==> config.mk <==
export PLATFORM = sky130hd
export DESIGN_NAME = pcie_irq_front
export DESIGN_NICKNAME = d
export VERILOG_FILES = /design/src/rtl/pcie_irq_pkg.sv /design/src/rtl/irq_ctrl.sv /design/src/rtl/irq_datapath.sv /design/src/rtl/pcie_irq_front.sv
export SDC_FILE = /design/constraint.sdc
export NUM_CORES = 1
export LEC_CHECK = 0
export ABC_CLOCK_PERIOD_IN_PS = 1250
export BUFFER_PORTS_ARGS = -buffer_cell sky130_fd_sc_hd__buf_4
export CAP_MARGIN = 20
export CORE_MARGIN = 3
export CORE_UTILIZATION = 33
export CTS_BUF_LIST = sky130_fd_sc_hd__clkbuf_8
export DETAILED_ROUTE_END_ITERATION = 12
export REMOVE_ABC_BUFFERS = 1
export SYNTH_ARGS = -nofsm -noshare
export SYNTH_HDL_FRONTEND = slang
export SYNTH_SLANG_ARGS = --single-unit
==> constraint.sdc <==
create_clock -name clk -period 1.25 [get_ports clk]
set_input_delay 0.25 -clock clk [delete_from_list [all_inputs] [get_ports clk]]
set_output_delay 0.25 -clock clk [all_outputs]
set_load 0.005 [all_outputs]
==> src/rtl/pcie_irq_pkg.sv <==
package pcie_irq_pkg;
  typedef enum logic [1:0] {
    MSG_ASSERT   = 2'b00,
    MSG_DEASSERT = 2'b01,
    MSG_MSI      = 2'b10,
    MSG_MSIX     = 2'b11
  } msgType_e;

  typedef struct packed {
    logic     loadMsi;
    logic     loadMsix;
    msgType_e sel;
  } ctrlStrobe_t;
endpackage

==> src/rtl/irq_ctrl.sv <==
module irq_ctrl
  import pcie_irq_pkg::*;
(
  input  logic        clk,
  input  logic        rst,
  input  logic        intStatus,
  input  logic        msiReq,
  input  logic        msixReq,
  input  logic        msixEnable,
  input  logic        msixFuncMask,
  input  logic        txReady,
  output logic        txValid,
  output ctrlStrobe_t strobe,
  output logic        intAck,
  output logic        msiAck,
  output logic        msixAck
);
  logic statusQ, linkState, legPend, legIsAssert;
  logic msiPend, msixPend, curValid;
  msgType_e curSel, winner;
  logic anyEligible, msiCapture, msixCapture, msixGo, accept, curIsLeg;
  logic intAckQ, msiAckQ, msixAckQ;

  assign accept      = curValid && txReady;
  assign curIsLeg    = (curSel == MSG_ASSERT) || (curSel == MSG_DEASSERT);
  assign msiCapture  = msiReq && !msiPend && !msiAckQ;
  assign msixCapture = msixReq && !msixPend && !msixAckQ;
  assign msixGo      = msixPend && msixEnable && !msixFuncMask;

  always_comb begin
    anyEligible = 1'b1;
    if (msiPend)      winner = MSG_MSI;
    else if (msixGo)  winner = MSG_MSIX;
    else if (legPend) winner = legIsAssert ? MSG_ASSERT : MSG_DEASSERT;
    else begin
      winner      = MSG_ASSERT;
      anyEligible = 1'b0;
    end
  end

  always_ff @(posedge clk) begin
    if (rst) begin
      statusQ     <= 1'b0;
      linkState   <= 1'b0;
      legPend     <= 1'b0;
      legIsAssert <= 1'b0;
      msiPend     <= 1'b0;
      msixPend    <= 1'b0;
      curValid    <= 1'b0;
      curSel      <= MSG_ASSERT;
      intAckQ     <= 1'b0;
      msiAckQ     <= 1'b0;
      msixAckQ    <= 1'b0;
    end else begin
      statusQ  <= intStatus;
      intAckQ  <= accept && (curSel == MSG_ASSERT);
      msiAckQ  <= accept && (curSel == MSG_MSI);
      msixAckQ <= accept && (curSel == MSG_MSIX);

      if (msiCapture) msiPend <= 1'b1;
      else if (accept && curSel == MSG_MSI) msiPend <= 1'b0;

      if (msixCapture) msixPend <= 1'b1;
      else if (accept && curSel == MSG_MSIX) msixPend <= 1'b0;

      if (accept && curIsLeg) begin
        legPend   <= 1'b0;
        linkState <= legIsAssert;
      end else if (!legPend && statusQ != linkState) begin
        legPend     <= 1'b1;
        legIsAssert <= statusQ;
      end

      if (accept) curValid <= 1'b0;
      else if (!curValid && anyEligible) begin
        curValid <= 1'b1;
        curSel   <= winner;
      end
    end
  end

  assign txValid       = curValid;
  assign strobe.loadMsi  = msiCapture;
  assign strobe.loadMsix = msixCapture;
  assign strobe.sel      = curSel;
  assign intAck  = intAckQ;
  assign msiAck  = msiAckQ;
  assign msixAck = msixAckQ;


  hold_while_stalled_chk: assert property (@(posedge clk) disable iff (rst)
    curValid && !txReady |=> curValid && $stable(curSel));


  assert_alternates_chk: assert property (@(posedge clk) disable iff (rst)
    curValid && curSel == MSG_ASSERT |-> !linkState);


  deassert_alternates_chk: assert property (@(posedge clk) disable iff (rst)
    curValid && curSel == MSG_DEASSERT |-> linkState);


  msix_gate_chk: assert property (@(posedge clk) disable iff (rst)
    $rose(curValid) && curSel == MSG_MSIX |-> $past(msixEnable && !msixFuncMask));


  int_ack_pulse_chk: assert property (@(posedge clk) disable iff (rst)
    intAckQ |=> !intAckQ);


  msi_ack_clears_chk: assert property (@(posedge clk) disable iff (rst)
    msiAckQ |-> !msiPend && !(curValid && curSel == MSG_MSI));


  msix_ack_clears_chk: assert property (@(posedge clk) disable iff (rst)
    msixAckQ |-> !msixPend && !(curValid && curSel == MSG_MSIX));
endmodule

==> src/rtl/irq_datapath.sv <==
module irq_datapath
  import pcie_irq_pkg::*;
#(
  parameter int VEC_W  = 5,
  parameter int TC_W   = 3,
  parameter int ADDR_W = 64,
  parameter int DATA_W = 32
) (
  input  logic              clk,
  input  logic              rst,
  input  ctrlStrobe_t       strobe,
  input  logic [VEC_W-1:0]  msiVector,
  input  logic [TC_W-1:0]   msiTc,
  input  logic [ADDR_W-1:0] msixAddr,
  input  logic [DATA_W-1:0] msixData,
  input  logic              txValid,
  input  logic              txReady,
  output logic [VEC_W-1:0]  txVector,
  output logic [TC_W-1:0]   txTc,
  output logic [ADDR_W-1:0] txAddr,
  output logic [DATA_W-1:0] txData,
  output logic [3:0]        txFirstBe,
  output logic [3:0]        txLastBe
);
  localparam logic [3:0] FULL_BE  = 4'b1111;
  localparam logic [3:0] EMPTY_BE = 4'b0000;

  logic [VEC_W-1:0]  vecQ;
  logic [TC_W-1:0]   tcQ;
  logic [ADDR_W-1:0] addrQ;
  logic [DATA_W-1:0] dataQ;

  always_ff @(posedge clk) begin
    if (rst) begin
      vecQ  <= '0;
      tcQ   <= '0;
      addrQ <= '0;
      dataQ <= '0;
    end else begin
      if (strobe.loadMsi) begin
        vecQ <= msiVector;
        tcQ  <= msiTc;
      end
      if (strobe.loadMsix) begin
        addrQ <= msixAddr;
        dataQ <= msixData;
      end
    end
  end

  always_comb begin
    txVector  = '0;
    txTc      = '0;
    txAddr    = '0;
    txData    = '0;
    txFirstBe = EMPTY_BE;
    txLastBe  = EMPTY_BE;
    case (strobe.sel)
      MSG_MSI: begin
        txVector = vecQ;
        txTc     = tcQ;
      end
      MSG_MSIX: begin
        txAddr    = addrQ;
        txData    = dataQ;
        txFirstBe = FULL_BE;
        txLastBe  = EMPTY_BE;
      end
      default: ;
    endcase
  end


  payload_stable_chk: assert property (@(posedge clk) disable iff (rst)
    txValid && !txReady |=> $stable(txVector) && $stable(txTc)
                            && $stable(txAddr) && $stable(txData));
endmodule

==> src/rtl/pcie_irq_front.sv <==
module pcie_irq_front
  import pcie_irq_pkg::*;
#(
  parameter int VEC_W  = 5,
  parameter int TC_W   = 3,
  parameter int ADDR_W = 64,
  parameter int DATA_W = 32
) (
  input  logic              clk,
  input  logic              rst,
  input  logic              intStatus,
  output logic              intAck,
  input  logic              msiReq,
  input  logic [VEC_W-1:0]  msiVector,
  input  logic [TC_W-1:0]   msiTc,
  output logic              msiAck,
  input  logic              msixReq,
  input  logic [ADDR_W-1:0] msixAddr,
  input  logic [DATA_W-1:0] msixData,
  input  logic              msixEnable,
  input  logic              msixFuncMask,
  output logic              msixAck,
  output logic              txValid,
  input  logic              txReady,
  output logic [1:0]        txType,
  output logic [VEC_W-1:0]  txVector,
  output logic [TC_W-1:0]   txTc,
  output logic [ADDR_W-1:0] txAddr,
  output logic [DATA_W-1:0] txData,
  output logic [3:0]        txFirstBe,
  output logic [3:0]        txLastBe
);
  ctrlStrobe_t strobe;

  irq_ctrl uCtrl (
    .clk(clk), .rst(rst), .intStatus(intStatus), .msiReq(msiReq),
    .msixReq(msixReq), .msixEnable(msixEnable), .msixFuncMask(msixFuncMask),
    .txReady(txReady), .txValid(txValid), .strobe(strobe),
    .intAck(intAck), .msiAck(msiAck), .msixAck(msixAck)
  );

  irq_datapath #(.VEC_W(VEC_W), .TC_W(TC_W), .ADDR_W(ADDR_W), .DATA_W(DATA_W)) uData (
    .clk(clk), .rst(rst), .strobe(strobe), .msiVector(msiVector), .msiTc(msiTc),
    .msixAddr(msixAddr), .msixData(msixData), .txValid(txValid), .txReady(txReady),
    .txVector(txVector), .txTc(txTc), .txAddr(txAddr), .txData(txData),
    .txFirstBe(txFirstBe), .txLastBe(txLastBe)
  );

  assign txType = strobe.sel;
endmodule

# [After elaboration in Yosys (flattened, before gate mapping)]
# Index checks and enable logic that the tools add are counted.
[word_totals] reg_bits=116 elab_cells=65 output_inout_bits=118
[classes] n_eq_ne=4 n_reduce_logical=28 bitwise=2 muxes=16
[ops] operator="2-to-1 mux 64 bit" n=1
[ops] operator="2-to-1 mux 32 bit" n=1
[ops] operator="logical AND 1 bit" n=13
[ops] operator="2-to-1 mux 1 bit" n=8
[ops] operator="zero test 1 bit" n=7
[ops] operator="2-to-1 mux 2 bit" n=3
[ops] operator="2-to-1 mux 5 bit" n=1
[ops] operator="== test 2 bit (second input constant)" n=2
[ops] operator="2-to-1 mux 4 bit" n=1
[ops] operator="AND reduction 2 bit" n=2
[ops] operator="nonzero test 2 bit" n=2
[ops] operator="OR reduction 2 bit" n=2
[ops] operator="2-to-1 mux 3 bit" n=1
[ops] operator="== test 2 x 1 -> 1 bit (second input constant)" n=1
[ops] operator="zero test 2 bit" n=1
[ops] operator="inverter 1 bit" n=2
[ops] operator="logical OR 1 bit" n=1
[ops] operator="!= test 1 bit" n=1

# [Logic depth before layout (Yosys ltp)]
# Gate-level depths: netlist (run 1).
[logic_depth] word_depth=6 mapped_depth=6

# [Hierarchy]
# A second synthesis (run 1) with hierarchy kept.
[hier_totals] cells_unflattened=523 hier_area_um2=5021.1
[modules_own_cells] mod="irq_datapath" n_inst=1 area_per_inst_um2=4514.3 cells_each=470
[modules_own_cells] mod="irq_ctrl" n_inst=1 area_per_inst_um2=506.7 cells_each=53

# [Worst setup path before layout (run 1)]
# Ideal clock, no wire load.
[synth_path] path_kind="register to register" start="register uCtrl.msixPend" end="register uData.addrQ[0]" path_stages_with_launch=7 t_required_ps=1118 setup_time_ps=132 arrival_time_ps=1173 setup_slack_ps=-55 cell_sequence="dfxtp_1 > or3b_1 > buf_2 > buf_6 > buf_6 > nand2_1 > a21oi_1"
[synth_via] elab_chain_len=3
[synth_rtl] item="start, declared" line="irq_ctrl.sv:19" text="logic msiPend, msixPend, curValid;"
[synth_rtl] item="start signal, assigned" line="irq_ctrl.sv:48" text="msixPend <= 1'b0;"
[synth_rtl] item="start signal, assigned" line="irq_ctrl.sv:63" text="if (msixCapture) msixPend <= 1'b1;"
[synth_rtl] item="start signal, assigned" line="irq_ctrl.sv:64" text="else if (accept && curSel == MSG_MSIX) msixPend <= 1'b0;"
[synth_rtl] item="zero test 1 bit" line="irq_ctrl.sv:27" text="assign msixCapture = msixReq && !msixPend && !msixAckQ;"
[synth_rtl] item="logical AND 1 bit (2 in series)" line="irq_ctrl.sv:27"
[synth_rtl] item="end signal, assigned" line="irq_datapath.sv:45" text="addrQ <= msixAddr;"
[synth_rtl] item="end, declared" line="irq_datapath.sv:30" text="logic [ADDR_W-1:0] addrQ;"
# No other way between the ends.
# A chain may end at the register's enable or synchronous reset.

# [Worst setup path in the final report (run 1)]
[layout_path] start="register uCtrl.curSel[0]" end="output txData[14]"
[layout_via] elab_chain_len=2
[layout_rtl] item="start, declared" line="irq_ctrl.sv:20" text="msgType_e curSel, winner;"
[layout_rtl] item="start signal, assigned" line="irq_ctrl.sv:77" text="curSel <= winner;"
[layout_rtl] item="== test 2 bit" line="irq_datapath.sv:58" text="case (strobe.sel)"
[layout_rtl] item="2-to-1 mux 32 bit" line="irq_datapath.sv:58"
[layout_rtl] item="end, declared" line="pcie_irq_front.sv:29" text="output logic [DATA_W-1:0] txData,"
# No other way between the ends.

==> results of run 1 <==
## final timing paths
check / end / slack [ns]
min: uData.tcQ[0] / 0.05
min reg2reg: uData.dataQ[7] / 0.46
max: txData[14] / -0.45
max reg2reg: uData.addrQ[51] / -0.24
## sequential cells by signal, summed over array words and instances, names as in the netlist, 2 cells and up
register	cells
uCtrl.curSel	2
uData.addrQ	64
uData.dataQ	32
uData.tcQ	3
uData.vecQ	5
## worst min-delay path: cells and delay by family
family        cells  cell delay, ns
buf+inv           1            0.07
simple gates      1            0.07
mux               1            0.05
## layer usage
layer | global-route usage [%] | part of all wire [%] | vias to the layer above
met1 | 22.9 | 40 | 2800
met5 | 0 | 0 | -
li1 | - | - | 2635
met4 | 6.94 | 2.1 | 0
met3 | 7.94 | 8.7 | 41
met2 | 31.9 | 50 | 265
## kinds of logic after synthesis
kind of cell | Yosys count | share of synthesized area, %
compound gates | 107 | 11.3
xor+xnor | 1 | 0.180
other cells | 1 | 0.0770
mux | 10 | 2.06
simple gates | 326 | 31.7
buf+inv | 68 | 6.97
flops | 116 | 47.7
## metrics by stage
step	instances	hold WS (ns)	cell area, sq um
6_report	1091	0.0498	10000
5_1_grt	1091	0.0105	10000
4_1_cts	1046	0.0168	7550
3_5_place_dp	995	0.442	6760
3_3_place_gp	995	0.437	6760
2_1_floorplan	568	0.319	4550
## what timing repair did
action,4_1_cts,5_1_grt
endpoints found under the setup margin,184,218
buffers inserted,12,18
pin swaps,4,201
hold buffers,1,0
gates cloned,6,34
resized for setup,27,462
hold endpoints to repair,1,0
## layout make-up
| class | count | area share (%) |
|---|---|---|
| multi-input combinational | 449 | 36.8 |
| sequential | 116 | 23.3 |
| clock buffer | 22 | 3.02 |
| timing repair buffer | 310 | 32.9 |
| inverter | 4 | 0.150 |
| clock inverter | 10 | 1.51 |
| tap | 180 | 2.25 |
## power by group
part | internal [mW] | switching, mW
clock | 2.42 | 1.51
sequential | 3.93 | 0.224
combinational | 1.29 | 1.21
total | 7.63 | 2.94
## cells in the final DEF, fill, tap and decap left out, types with 2 or more instances in the layout
cell / count
sky130_fd_sc_hd__inv_1: 4
sky130_fd_sc_hd__conb_1: 4
sky130_fd_sc_hd__and3_1: 53
sky130_fd_sc_hd__nor3b_1: 2
sky130_fd_sc_hd__nand2_2: 23
sky130_fd_sc_hd__nor2_1: 12
sky130_fd_sc_hd__buf_12: 19
sky130_fd_sc_hd__o21ai_0: 5
sky130_fd_sc_hd__and3_4: 43
sky130_fd_sc_hd__clkbuf_8: 22
sky130_fd_sc_hd__bufinv_16: 4
sky130_fd_sc_hd__buf_16: 5
sky130_fd_sc_hd__buf_6: 55
sky130_fd_sc_hd__and2_4: 5
sky130_fd_sc_hd__clkinv_2: 4
sky130_fd_sc_hd__and2_1: 3
sky130_fd_sc_hd__buf_8: 5
sky130_fd_sc_hd__dfxtp_1: 111
sky130_fd_sc_hd__nand2_4: 104
sky130_fd_sc_hd__nor2b_1: 2
sky130_fd_sc_hd__mux2i_1: 10
sky130_fd_sc_hd__nand2_1: 67
sky130_fd_sc_hd__clkbuf_16: 22
sky130_fd_sc_hd__buf_4: 203
sky130_fd_sc_hd__a21oi_2: 93
sky130_fd_sc_hd__nor3_1: 2
sky130_fd_sc_hd__a21oi_1: 5
sky130_fd_sc_hd__dfxtp_4: 4
==> impl.org, run 1 <==
** Global routing
- Global-route wire length before repair :: 25300 um
- Total GRT Usage :: 19.4%
- The via count of the first global-routing pass came to 5076.
- Entering global routing, the biggest net connects 58 pins.
- After global routing the overflow that remains totals 0.
- The number of antenna violations at the first check in global routing was 0.

** Synthesis
- Primary flip-flop cell chosen by synthesis mapping :: sky130_fd_sc_hd__dfxtp_1
- Yosys mapped a number of flops with a built-in enable equal to 0.
- For this run, the number of Yosys warnings is 0.
- The synthesized netlist occupies a cell area of 4870 sq um.
- The biggest area contributor in the post-synthesis netlist is sky130_fd_sc_hd__dfxtp_1.
- Most area-consuming cells after synthesis :: sky130_fd_sc_hd__dfxtp_1, sky130_fd_sc_hd__nand2_1, sky130_fd_sc_hd__and3_1, sky130_fd_sc_hd__a21oi_1, sky130_fd_sc_hd__clkbuf_1
- Commonest cells in the synthesized netlist :: sky130_fd_sc_hd__nand2_1, sky130_fd_sc_hd__dfxtp_1, sky130_fd_sc_hd__a21oi_1
- Most used standard cell by instance count after synthesis :: sky130_fd_sc_hd__nand2_1
- Of all flip-flops after synthesis, the portion carrying an async set or reset was 0%.
- Syn_area_per_cell :: 7.74 sq um
- Flop and latch count out of synthesis :: 116
- Counting distinct cell types in the post-synthesis netlist gives 29.
- Area share of the largest cell type after synthesis :: 47.7%
- Seq/Total Area, Yosys :: 47.7%
- Number of instances in the synthesized netlist :: 629

** Clock tree
- Worst-skew pair later-pin latency :: 0.44 ns
- Number of buffers inserted during clock tree synthesis :: 17
- CTS saw 116 sinks.
- The longest clock path from root to sink contains 2 buffers.
- TritonCTS built the clock tree.
- Post-CTS clock slew at the launch and capture registers of the worst setup and hold paths :: 0.07 ns
- CTS built an H-tree with a depth of 4.
- Clock Tree Root :: sky130_fd_sc_hd__clkbuf_8

** Detailed routing
- Length of the first detailed-routing pass in iterations :: 4
- Average routed wire per standard cell :: 20.6 um
- Count of nets left with antenna violations after detail routing :: 0
- Dividing the detail-routed via count by the number of cells gives 5.26.
- Drt first-iter violations :: 299
- The routed layout has 5741 vias.
- Total DRC errors in the routed layout :: 0
- For this block, the routed nets add up to 22500 um of wire.

** Timing
- Total negative setup slack :: -59.63 ns
- Number of setup violations in the final report :: 210
- Unrepaired setup endpoints after global routing :: yes
- Hold Violations, Final :: 0
- Max Clock Skew :: 0.00834 ns
- FMAX :: 587 MHz
- The routed design could run at a clock period as short as 1.70 ns.
- Min setup slack post-route :: -0.452 ns
- The number of slew-limit violations in the final report was 0.
- Post-route clock period utilization :: 136%

** Layout
- The number of antenna diodes in the final layout is 0.
- Layout cells sized above 1 :: 68.4%
- Counting the fill cells in the layout gives 1030.
- Area grow syn2layout :: 106%
- Registers take 2340 sq um.
- The net count of the finished layout is 1010.
- Multi-input gate area :: 3690 sq um
- Once layout is complete, the utilization of the core stands at 70.8%.

** Critical path
- Ordered cell list for the critical path :: buf_4, clkbuf_16, and3_1, buf_4
- Number of buffers and inverters on the critical path :: 3
- Tracing the worst setup path back leads to its startpoint at uCtrl.curSel[0].
- By startpoint and endpoint, the worst setup path is classified as flip-flop to output pin.
- In this design, the stage delay of the slowest critical-path cell is 0.37 ns.
- Kind of end point of the critical path :: output pin
- CP required :: 1.00 ns
- On the critical path the largest part of the delay comes from buffers and inverters.
- For the worst setup path, the data arrival time is 1.45 ns.
- The worst setup path is launched from a flip-flop.
- CP max-delay cell :: sky130_fd_sc_hd__dfxtp_4
- In this run the critical register-to-register path is launched from uCtrl.msixPend.
- The number of cells on the worst reg-to-reg path is 5.
- Counting buffers and inverters, the worst setup path is 4 cells deep.
- In this design, the critical path's most frequently occurring cell is sky130_fd_sc_hd__buf_4.
- CP max FO :: 7

** Min path
- Launch point of the worst hold path :: msiTc[0]
- The path class of the tightest hold or removal check is primary input to flip-flop.
- WHS Path Cells :: 3

** Status
- The flow ran to the end, but the final reports show violations.
- Violated checks :: negative setup slack

** Die
- Initial Utilization :: 34.4%
- The floorplan step defined a die boundary enclosing 16200 sq um.
- After floorplanning, the core was divided into 43 placement rows.
- Height of the die :: 127 um
- Standard cell core area :: 14100 sq um
- DIE WIDTH :: 127 um
- I/O pin total :: 230

** Power and ir drop
- Dividing total power by cell area gives a power density of 1060 nW/um^2.
- Standby leakage power :: 4.82 nW
- Maximum vdd ir drop :: 0.889 mV
- Total design power :: 10.6 mW

** Placed design
- Number of buffers added on ports :: 225
- Final HPWL DP :: 10400 um
- Pre-CTS setup slack :: -0.0447 ns
- Final estimated routing congestion in global placement :: 0.795

** Job
- Max-cap violations in this run came to 0.
Power figures use the tool's default switching activity.
==> run 2: changes to the inputs <==
--- a/config.mk
+++ b/config.mk
@@ -5,13 +5,14 @@
 export SDC_FILE = /design/constraint.sdc
 export NUM_CORES = 1
 export LEC_CHECK = 0
+export ABC_AREA = 1
 export ABC_CLOCK_PERIOD_IN_PS = 1250
-export BUFFER_PORTS_ARGS = -buffer_cell sky130_fd_sc_hd__buf_4
 export CAP_MARGIN = 20
 export CORE_MARGIN = 3
 export CORE_UTILIZATION = 33
 export CTS_BUF_LIST = sky130_fd_sc_hd__clkbuf_8
 export DETAILED_ROUTE_END_ITERATION = 12
+export DONT_BUFFER_PORTS = 1
 export REMOVE_ABC_BUFFERS = 1
 export SYNTH_ARGS = -nofsm -noshare
 export SYNTH_HDL_FRONTEND = slang
==> run 2 against run 1 <==
Compared with the run above: cell area shrank 37%; clock power is 12% lower; hold slack lost 0.020 ns; combinational power is 48% lower; cell count down 19%; the run still ends with negative setup slack left; maximum frequency is 10% higher; sequential power barely moved; die area shrank 1.4%; count of clock-buffer cells in the layout decreased by 3; non-clock buffer count down 226; area after synthesis decreased by 1.5%; critical path type unchanged.
==> impl.org, run 2 <==
** Status
- The run finished, with violations left.
- The checks that failed: negative setup slack.

** Synthesis
- Yosys mapped a number of flops with a built-in enable equal to 0.
- Synthesized cell area :: 4790 sq um
- Most area-consuming cells after synthesis :: sky130_fd_sc_hd__dfxtp_1, sky130_fd_sc_hd__a21oi_1, sky130_fd_sc_hd__inv_1, sky130_fd_sc_hd__nor2_1, sky130_fd_sc_hd__o21ai_0
- The average instance in the mapped netlist occupies 7.50 sq um.
- Of all flip-flops after synthesis, the portion carrying an async set or reset was 0%.
- For this run, the leading register cell type out of synthesis is sky130_fd_sc_hd__dfxtp_1.
- Synthesis instantiated 22 different standard cells from the library.
- Seq/Total Area, Yosys :: 48.4%
- Yosys warns :: 0
- Area share of the largest cell type after synthesis :: 48.4%
- Among all cell types in the netlist, the one instantiated most often is sky130_fd_sc_hd__inv_1.
- Flop and latch count out of synthesis :: 116
- Leading area contributor after synthesis :: sky130_fd_sc_hd__dfxtp_1
- Commonest cells in the synthesized netlist :: sky130_fd_sc_hd__inv_1, sky130_fd_sc_hd__dfxtp_1, sky130_fd_sc_hd__nor2_1
- Number of instances in the synthesized netlist :: 639

** Clock tree
- After clock tree synthesis, the clock-pin slew on the worst setup and hold paths is 0.07 ns.
- The cell sitting at the root of the clock tree is a sky130_fd_sc_hd__clkbuf_8.
- Clock latency on the worst-skew pair, taken at its later pin, is 0.42 ns.
- TritonCTS built the clock tree.
- CTS Sinks :: 116
- Longest Clk Path Bufs :: 2
- H-tree levels :: 4
- Counting the buffers created by CTS gives 17.

** Min path
- The worst hold path belongs to the class primary input to flip-flop.
- WHS Path Cells :: 2
- The startpoint identified for the worst hold timing path is msixAddr[30].
- The path with the worst hold slack has its endpoint at uData.addrQ[30].

** Timing
- Number of setup violations in the final report :: 108
- Dividing the final minimum period by the clock period gives 124%.
- Based on the critical path, the design can be clocked at up to 646 MHz.
- The total count of hold-check failures in the final report came to 0.
- Setup repair after global routing could not meet its margin everywhere.
- Min setup slack post-route :: -0.298 ns
- Max Clock Skew :: 0.00991 ns
- Subtracting the final worst setup slack from the clock period gives 1.55 ns.
- Max-slew violations :: 0

** Critical path
- CP required :: 1.00 ns
- Data arrival time of the critical path :: 1.30 ns
- The worst register-to-register path begins at uCtrl.msixPend.
- Kind of end point of the critical path :: output pin
- Classification of the worst setup path :: flip-flop to output pin
- STA classifies the critical path startpoint as a flip-flop.
- CP max FO :: 22
- Cell count of the worst reg-to-reg path :: 5
- Reg2Reg Capture Point :: uData.addrQ[27]
- Flop2flop setup slack :: 0.03 ns

** Placed design
- Placed cells :: 785
- Number of buffers added on ports :: 0
- Final HPWL DP :: 7440 um
- At the end of routability-driven placement, the weighted congestion stood at 0.816.

** Detailed routing
- Drt first-iter violations :: 141
- Total DRC errors in the routed layout :: 0
- In the final routed layout, each cell accounts on average for 14.9 um.
- Dividing the detail-routed via count by the number of cells gives 4.73.
- Routed wire length :: 13200 um
- Once detail routing completed, the nets flagged for antenna violations numbered 0.
- The routed layout has 4194 vias.
- The pre-antenna-repair detailed-routing pass consisted of 5 iterations.

** Layout
- Top register by number of flip-flops :: uData.addrQ
- The net count of the finished layout is 806.
- Leaving out fill and tap cells, the most frequent cell in the layout is sky130_fd_sc_hd__inv_1.
- Post-layout util :: 45.2%
- Leading cell types in the layout, fill and taps excluded :: sky130_fd_sc_hd__inv_1, sky130_fd_sc_hd__dfxtp_1, sky130_fd_sc_hd__a21oi_1, sky130_fd_sc_hd__nor2_2, sky130_fd_sc_hd__o21ai_0
- Leading registers by flop count :: uData.addrQ (64), uData.dataQ (32), uData.vecQ (5)
- Number of flip-flops under the largest register name :: 64
- Final antenna diode count :: 0
- Area grow syn2layout :: 32.5%
- Layout cells sized above 1 :: 19.8%
- The finished layout holds 887 standard cells, fillers aside.

** Global routing
- For this run, global-route usage on met3 was measured as 5.85%.
- Global routing finished with a remaining overflow of 0.
- Met1 routing resource usage after global routing :: 15.9%
- Vias in the first global route :: 3859
- Entering global routing, the biggest net connects 109 pins.
- Met2 usage in global routing :: 22.6%
- The first global-routing pass estimated 18200 um of wire.
- GRT Max-Usage Layer :: met2
- Global routing used 13.8% of the available tracks.
- Number of antenna violations at the first check in global routing :: 0

** Job
- The tool flagged a number of max-cap violations equal to 0.

** Die
- Num rows :: 43
- Height of the die :: 127 um
- Measured along the x axis, the die boundary spans 127 um.
- In this run the standard cell core region covers 14000 sq um.
- I/O pin total :: 230
- For this configuration, the core starts out at a cell density of 34.1%.
- The floorplan step defined a die boundary enclosing 16000 sq um.

** Power and ir drop
- For this design the ratio of total power to cell area is 1400 nW/um^2.
- Standby leakage power :: 2.45 nW
- IR analysis of the VDD net gives a maximum drop of 0.693 mV.
## run 2: critical path, cell delays in order (launching register included)
cell and delay (ns):
sky130_fd_sc_hd__dfxtp_4 0.39, sky130_fd_sc_hd__nand2_8 0.11, sky130_fd_sc_hd__clkbuf_16 0.22, sky130_fd_sc_hd__nor2_1 0.15
## run 2: stage by stage
stage               setup WS [ns]  TNS, ns  power, mW  hold WS (ns)  instance area [sq um]
global placement           0.0940        0       5.04         0.322                   4830
floorplan                  -0.736  -109.31       4.80         0.319                   4420
finish                     -0.298   -28.10       8.90        0.0300                   6350
CTS                        -0.338   -30.66       8.78     0.0000123                   5880
detailed placement         0.0439        0       5.08         0.323                   4830
global route               -0.390   -37.00       9.38       -0.0100                   6350
## run 2: cell type report
type / count / area, sq um
Clock buffer: 19 / 262
Clock inverter: 13 / 143
Fill cell: 1392 / 7690
Inverter: 120 / 458
Multi-Input combinational cell: 355 / 1910
Sequential cell: 116 / 2330
Tap cell: 180 / 225
Timing Repair Buffer: 84 / 1020
## run 2: repair_timing
item | 4_1_cts | 5_1_grt
buffers inserted | 0 | 2
endpoints found under the setup margin | 110 | 181
hold buffers | 58 | 1
resized for setup | 23 | 98
hold endpoints to repair | 63 | 1
pin swaps | 0 | 1
gates cloned | 0 | 9
## run 2: kinds of logic after synthesis
family | synth area share (%)
AOI/OAI and AO/OA | 22.8
xor gates and xnor gates | 0.183
and+or+nand+nor | 11.1
other | 0.0782
DFF | 48.4
buffers and inverters | 17.5
## run 2: worst max-delay path by stage
stage | start | endpoint | cells past startpoint
floorplan | uCtrl.msixAck | uData.addrQ[0] | 4
global placement | uCtrl.msixPend | uData.addrQ[30] | 4
detailed placement | uCtrl.msixPend | uData.dataQ[2] | 4
CTS | uCtrl.curSel[0] | txFirstBe[3] | 4
global route | uCtrl.curSel[0] | txData[29] | 3
finish | uCtrl.curSel[0] | txAddr[6] | 3
## run 2: report_power, final
group	internal, mW	switching, mW
Sequential	4.02	0.104
Combinational	0.533	0.777
Clock	2.04	1.43
Total	6.59	2.31
## run 2: metal layers
| metal | wire, um | vias up |
|---|---|---|
| met5 | 0 | - |
| met4 | 224 | 0 |
| met3 | 1010 | 18 |
| met2 | 6480 | 183 |
| met1 | 5500 | 1896 |
| li1 | - | 2097 |
